$ cat src/rtl/lcd_vt_pkg.sv
// Package: shared widths, phase encoding and captured-configuration type
// for the LCD vertical timing sequencer.
package lcd_vt_pkg;

    localparam int LPP_W  = 10;
    localparam int VSW_W  = 6;
    localparam int WAIT_W = 8;
    localparam int CNT_W  = (LPP_W > WAIT_W) ? ((LPP_W > VSW_W) ? LPP_W : VSW_W)
                                             : ((WAIT_W > VSW_W) ? WAIT_W : VSW_W);

    typedef enum logic [2:0] {
        PH_IDLE = 3'd0,
        PH_ARM  = 3'd1,
        PH_BOFW = 3'd2,
        PH_DISP = 3'd3,
        PH_EOFW = 3'd4,
        PH_SYNC = 3'd5,
        PH_INS  = 3'd6
    } phase_t;

    typedef struct packed {
        logic              active;
        logic              dual;
        logic [LPP_W-1:0]  lpp;
        logic [VSW_W-1:0]  vsw;
        logic [WAIT_W-1:0] efw;
        logic [WAIT_W-1:0] bfw;
    } cfg_t;

endpackage

$ cat src/rtl/lcd_vt_cfg.sv
// Configuration capture. The programmed fields are latched in the cycle
// where en rises. Passive mode stores both waits as zero.
// Assumes en is synchronous to clk.
module lcd_vt_cfg
    import lcd_vt_pkg::*;
(
    input  logic clk,
    input  logic rst_n,
    input  logic en,
    input  cfg_t cfg_in,
    output cfg_t cfg_q,
    output logic start
);

    logic en_q;

    assign start = en && !en_q;

    // Track enable for edge detection.
    always_ff @(posedge clk) begin
        if (!rst_n) en_q <= 1'b0;
        else        en_q <= en;
    end

    // Capture fields on enable rise; passive mode forces waits to zero.
    always_ff @(posedge clk) begin
        if (!rst_n) begin
            cfg_q <= '0;
        end else if (start) begin
            cfg_q     <= cfg_in;
            if (!cfg_in.active) begin
                cfg_q.efw <= '0;
                cfg_q.bfw <= '0;
            end
        end
    end


    cfg_hold_chk: assert property (@(posedge clk) disable iff (!rst_n)
        (en && en_q) |=> $stable(cfg_q));

endmodule

$ cat src/rtl/lcd_vt_phase.sv
// Phase sequencer. Walks the frame phases one line tick at a time.
// Zero-length waits are skipped. Assumes cfg is stable while en is high.
module lcd_vt_phase
    import lcd_vt_pkg::*;
(
    input  logic             clk,
    input  logic             rst_n,
    input  logic             en,
    input  logic             start,
    input  logic             tick,
    input  cfg_t             cfg,
    output phase_t           phase,
    output logic [CNT_W-1:0] cnt,
    output logic             eof
);

    logic [CNT_W-1:0] limit;
    phase_t           nxt;
    logic             at_end;

    // Last count value of the current phase.
    always_comb begin
        case (phase)
            PH_DISP: limit = CNT_W'(cfg.lpp);
            PH_BOFW: limit = CNT_W'(cfg.bfw) - CNT_W'(1);
            PH_EOFW: limit = CNT_W'(cfg.efw) - CNT_W'(1);
            PH_SYNC,
            PH_INS:  limit = CNT_W'(cfg.vsw);
            default: limit = '0;
        endcase
    end

    assign at_end = (cnt == limit);

    // Successor phase, skipping empty waits.
    always_comb begin
        case (phase)
            PH_ARM:  nxt = (cfg.active && cfg.bfw != '0) ? PH_BOFW : PH_DISP;
            PH_BOFW: nxt = PH_DISP;
            PH_DISP: nxt = !cfg.active ? PH_INS :
                           (cfg.efw != '0) ? PH_EOFW : PH_SYNC;
            PH_EOFW: nxt = PH_SYNC;
            PH_SYNC: nxt = (cfg.bfw != '0) ? PH_BOFW : PH_DISP;
            PH_INS:  nxt = PH_DISP;
            default: nxt = PH_IDLE;
        endcase
    end

    // Phase/count register with end-of-frame strobe.
    always_ff @(posedge clk) begin
        if (!rst_n) begin
            phase <= PH_IDLE;
            cnt   <= '0;
            eof   <= 1'b0;
        end else begin
            eof <= 1'b0;
            if (!en) begin
                phase <= PH_IDLE;
                cnt   <= '0;
            end else if (start) begin
                phase <= PH_ARM;
                cnt   <= '0;
            end else if (tick && phase != PH_IDLE) begin
                if (phase == PH_ARM || at_end) begin
                    phase <= nxt;
                    cnt   <= '0;
                end else begin
                    cnt <= cnt + CNT_W'(1);
                end
                if (phase == PH_DISP && at_end) eof <= 1'b1;
            end
        end
    end


    cnt_range_chk: assert property (@(posedge clk) disable iff (!rst_n)
        (phase != PH_IDLE && phase != PH_ARM) |-> (cnt <= limit));


    eof_pulse_chk: assert property (@(posedge clk) disable iff (!rst_n)
        eof |=> !eof);


    eof_after_disp_chk: assert property (@(posedge clk) disable iff (!rst_n)
        eof |-> (phase != PH_DISP));

endmodule

$ cat src/rtl/lcd_vt_out.sv
// Output decode. Maps the phase and count onto the panel pins for the
// selected mode. Purely combinational apart from its assertions.
module lcd_vt_out
    import lcd_vt_pkg::*;
(
    input  logic             clk,
    input  logic             rst_n,
    input  logic             active,
    input  phase_t           phase,
    input  logic [CNT_W-1:0] cnt,
    output logic             fclk,
    output logic             lclk_gate,
    output logic             valid,
    output logic [LPP_W-1:0] idx
);

    // Frame clock: sync phase (active) or first display line (passive).
    always_comb begin
        if (active) fclk = (phase == PH_SYNC);
        else        fclk = (phase == PH_DISP) && (cnt == '0);
    end

    // Line clock runs in every frame phase except passive insertion.
    always_comb begin
        case (phase)
            PH_BOFW, PH_DISP, PH_EOFW, PH_SYNC: lclk_gate = 1'b1;
            default:                            lclk_gate = 1'b0;
        endcase
    end

    // Display-line flag and index.
    always_comb begin
        valid = (phase == PH_DISP);
        idx   = valid ? cnt[LPP_W-1:0] : '0;
    end


    gate_valid_chk: assert property (@(posedge clk) disable iff (!rst_n)
        !lclk_gate |-> !valid);


    sync_vs_pixels_chk: assert property (@(posedge clk) disable iff (!rst_n)
        (active && fclk) |-> !valid);

endmodule

$ cat src/rtl/lcd_vtiming_seq.sv
// Top: LCD vertical frame timing sequencer. Counts line ticks through
// the wait, display and sync phases. Fields are captured on enable rise.
// Assumes line_tick is a one-cycle pulse synchronous to clk.
module lcd_vtiming_seq
    import lcd_vt_pkg::*;
(
    input  logic              clk,
    input  logic              rst_n,
    input  logic              en,
    input  logic              line_tick,
    input  logic              active_mode,
    input  logic              dual_panel,
    input  logic [LPP_W-1:0]  lines_m1,
    input  logic [VSW_W-1:0]  sync_m1,
    input  logic [WAIT_W-1:0] eof_wait,
    input  logic [WAIT_W-1:0] bof_wait,
    output logic              frame_clk,
    output logic              line_clk_gate,
    output logic              line_valid,
    output logic [LPP_W-1:0]  line_idx,
    output logic              frame_done
);

    cfg_t             cfg_in;
    cfg_t             cfg_q;
    logic             start;
    phase_t           phase;
    logic [CNT_W-1:0] cnt;

    // Bundle the field inputs.
    always_comb begin
        cfg_in.active = active_mode;
        cfg_in.dual   = dual_panel;
        cfg_in.lpp    = lines_m1;
        cfg_in.vsw    = sync_m1;
        cfg_in.efw    = eof_wait;
        cfg_in.bfw    = bof_wait;
    end

    lcd_vt_cfg u_cfg (
        .clk    (clk),
        .rst_n  (rst_n),
        .en     (en),
        .cfg_in (cfg_in),
        .cfg_q  (cfg_q),
        .start  (start)
    );

    lcd_vt_phase u_phase (
        .clk   (clk),
        .rst_n (rst_n),
        .en    (en),
        .start (start),
        .tick  (line_tick),
        .cfg   (cfg_q),
        .phase (phase),
        .cnt   (cnt),
        .eof   (frame_done)
    );

    lcd_vt_out u_out (
        .clk       (clk),
        .rst_n     (rst_n),
        .active    (cfg_q.active),
        .phase     (phase),
        .cnt       (cnt),
        .fclk      (frame_clk),
        .lclk_gate (line_clk_gate),
        .valid     (line_valid),
        .idx       (line_idx)
    );


    disable_idle_chk: assert property (@(posedge clk) disable iff (!rst_n)
        !en |=> (!frame_clk && !line_clk_gate && !line_valid && line_idx == '0 && !frame_done));


    arm_quiet_chk: assert property (@(posedge clk) disable iff (!rst_n)
        ($rose(en) && !line_tick) |=> (!line_clk_gate && !frame_clk && !line_valid));

endmodule

$ cat config.mk
export PLATFORM = sky130hd
export DESIGN_NAME = lcd_vtiming_seq
export DESIGN_NICKNAME = d
export VERILOG_FILES = /design/src/rtl/lcd_vt_pkg.sv /design/src/rtl/lcd_vt_cfg.sv /design/src/rtl/lcd_vt_phase.sv /design/src/rtl/lcd_vt_out.sv /design/src/rtl/lcd_vtiming_seq.sv
export SDC_FILE = /design/constraint.sdc
export NUM_CORES = 1
export LEC_CHECK = 0
export BUFFER_PORTS_ARGS = -buffer_cell sky130_fd_sc_hd__buf_4
export CORE_MARGIN = 3
export CORE_UTILIZATION = 39
export CTS_BUF_LIST = sky130_fd_sc_hd__clkbuf_4 sky130_fd_sc_hd__clkbuf_8
export DETAILED_ROUTE_END_ITERATION = 7
export MAX_ROUTING_LAYER = met4
export PLACE_DENSITY_LB_ADDON = 0.1
export SYNTH_ARGS = -nofsm -noshare
export SYNTH_HDL_FRONTEND = slang
export SYNTH_HIERARCHICAL = 1
export SYNTH_SLANG_ARGS = --single-unit
$ cat constraint.sdc
create_clock -name clk -period 2.7 [get_ports clk]
set_input_delay 0.135 -clock clk [delete_from_list [all_inputs] [get_ports clk]]
set_output_delay 0.135 -clock clk [all_outputs]
set_load 0.02 [all_outputs]
==> reports/results.tsv <==
stage	metric	value	unit
status	status	finished, final reports clean	
timing	setup_viol_count_final	0	
global_routing	grt.total_usage	19.0	%
power_and_ir_drop	switching_power	0.000379	W
cts	cts_hold_buf	0	
final_layout	final_cells	530	
cts	clockRootBuffer	clkbuf_8	
timing	tightest_slew	614	ps
setup_path	slowest_stage	or4b_4	
yosys	syn_inst	368	
drt	vias	2818	
cts	cts_tree	done	
setup_path	path_cells	inv_4 -> ha_4 -> or4b_4 -> or4b_4 -> and4_4 -> o221ai_4 -> o2111ai_2 -> nor3_4 -> and3b_2 -> buf_12 -> nor2_2	
power_and_ir_drop	power_density	380	nW/µm²
final_layout	syn_to_final_growth	22.7	%
die	core_area	7410	µm²
die	dieHeight	94.5	µm
global_routing	grt_pass1_vias	2649	
timing	rsz0062_at_grt	yes	
drt	drcViolationCount	0	
placement	routabilityCongestion	0.821	
setup_path	crit_path_end_kind	register	
final_layout	num-nets-final	472	
global_routing	antenna_found_initial	0	
min_path	min_from	lines_m1[5]	
cts	htree_levels	2	
min_path	holdCritPathClass	in -> reg	
timing	fin_skew	4.74	ps
setup_path	crit_type	reg -> reg	
setup_path	cp_num_buf_inv	2	
timing	finalCriticalPeriod	2690	ps
power_and_ir_drop	pwr-share-seq	52.8	%
timing	maxSlewViolCount	0	
timing	max-slew-margin-rel	59.0	%
global_routing	overflow	0	
power_and_ir_drop	combPwrFrac	17.5	%
drt	dr.first_iter.drc_count	115	
power_and_ir_drop	power.share.clock	29.7	%
die	die_w	94.5	µm
setup_path	crit_start	u_cfg/cfg_q[0]	
global_routing	grt_pass1_wl	13.2	mm
setup_path	cp_slowest_stage_delay	500	ps
min_path	holdPathEnd	u_cfg/cfg_q[27]	
setup_path	r2r_start	u_cfg/cfg_q[0]	
setup_path	crit_path_max_fanout	9	
setup_path	arrival	2890	ps
placement	port_buffers	50	
cts	path_clk_slew	90	ps
setup_path	r2r_end	u_phase/cnt[7]	
timing	finalHoldViolations	0	
cts	clk_latency	300	ps
setup_path	critPathLaunchType	register	
setup_path	crit_required	2900	ps
power_and_ir_drop	p_int	0.00105	W
global_routing	grt_max_degree	37	
power_and_ir_drop	peakVddDrop	0.176	mV
final_layout	fin_util	50.5	%
drt	first_pass_iters	4	
timing	fin_crit_sh	99.6	%
yosys	syn_avg_cell_area	8.30	µm²
setup_path	worstRegToRegCells	11	
die	initial_core_util	41.2	%
drt	post_drt_wl_per_cell	15.0	µm
power_and_ir_drop	swShare	26.6	%
setup_path	cp_common_cell	or4b_4	
drt	ant_nets	0	
yosys	yosysWarnings	6	
cts	clock-sinks	48	
power_and_ir_drop	power.leakage	1.56	nW
timing	clock.fmax	372	MHz
yosys	synthesis.area	3050	µm²
placement	dp_cells	521	
cts	cts_buffers	5	
drt	via_per_inst	5.32	
yosys	syn_nets	409	
final_layout	drive_gt1_share	29.7	%
cts	clock_path_buffers	2	
final_layout	diodes	0	
setup_path	crit_family	simple AND/OR/NAND/NOR gates	
job	cap_viol_max_count	0	
min_path	hold_path_depth	3	
drt	routed_wl	7.94	mm
die	die_area	8930	µm²
placement	dp_hpwl	5.87	mm
die	pin_count	52	
setup_path	rrSetupSlack	10	ps
die	rows	31	
[registers in the layout (all words and copies together) (netlist names)]
register	cells
u_cfg/en_q	1
u_phase/phase	3
u_phase/cnt	10
u_phase/eof	1
u_cfg/cfg_q	33
[power by group through the flow]
| stage | sequential, W | combinational (W) | clock, W |
|---|---|---|---|
| floorplan | 0.000766 | 0.000146 | 0 |
| global placement | 0.000768 | 0.000235 | 0 |
| detailed placement | 0.000769 | 0.000238 | 0 |
| CTS | 0.000752 | 0.000243 | 0.000440 |
| global route | 0.000756 | 0.000275 | 0.000464 |
| finish | 0.000752 | 0.000249 | 0.000423 |
[stage by stage]
stage / TNS [ps] / power [W] / instance area (µm²) / worst slack (ps) / hold WS (ps)
global placement: -6.28 / 0.00100 / 3600 / -6.28 / 382
floorplan: -55.5 / 0.000912 / 3070 / -6.16 / 257
finish: 0 / 0.00142 / 3740 / 11.9 / 76.8
CTS: -393 / 0.00143 / 3710 / -39.3 / 66.5
global route: -1270 / 0.00150 / 3740 / -141 / 71.6
detailed placement: -59.1 / 0.00101 / 3600 / -53.3 / 388
[repair_timing]
item,4_1_cts,5_1_grt
setup buffers,1,1
gates resized for setup,4,7
pin swaps,7,6
endpoints found under the setup margin,11,14
[worst max path at each step]
| stage | endpoint | cells after the start |
|---|---|---|
| after CTS | u_phase/cnt[7] | 11 |
| after detailed placement | u_phase/phase[2] | 11 |
| after floorplan | u_phase/cnt[0] | 11 |
| after global routing | u_phase/phase[2] | 11 |
| final | u_phase/cnt[7] | 11 |
| after global placement | u_phase/phase[2] | 12 |
[routing by layer]
layer  global-route usage, %  up-vias  share of wire (%)
li1                        -     1436                  -
met1                    26.4     1310                 50
met2                    28.1       58                 44
met3                    3.19       14                4.3
met4                    6.01        0                2.0
met5                       -        -                  0
[area by class of cell]
class | count | area [µm²]
clock buffer | 6 | 76.3
clock inverter | 1 | 5.00
fill | 751 | 3660
inverter | 7 | 33.8
multi-input combinational | 293 | 1940
sequential | 48 | 966
tap | 99 | 124
timing repair buffer | 76 | 599
[placed cells by master (no fill, tap or decap), drive strengths merged, types with 5 or more instances in the layout]
cell / count
and2: 15
a21boi: 34
nor2: 17
clkbuf: 6
inv: 6
nand2: 71
o31a: 6
and3: 6
or3: 5
o21ai: 6
nor4: 9
a21oi: 9
buf: 76
xnor2: 14
dfxtp: 48
nand3: 22
nor3: 7
[worst register-to-register path, stage by stage, from the launching register on]
cell and delay (ps):
dfxtp_4 360, inv_4 50, ha_4 120, or4b_4 460, or4b_4 500, and4_4 180, o221ai_4 170, o2111ai_2 150
nor3_4 180, and3b_2 240, buf_12 140, nor2_2 50
Note: power is estimated with default switching activity, not from simulation.
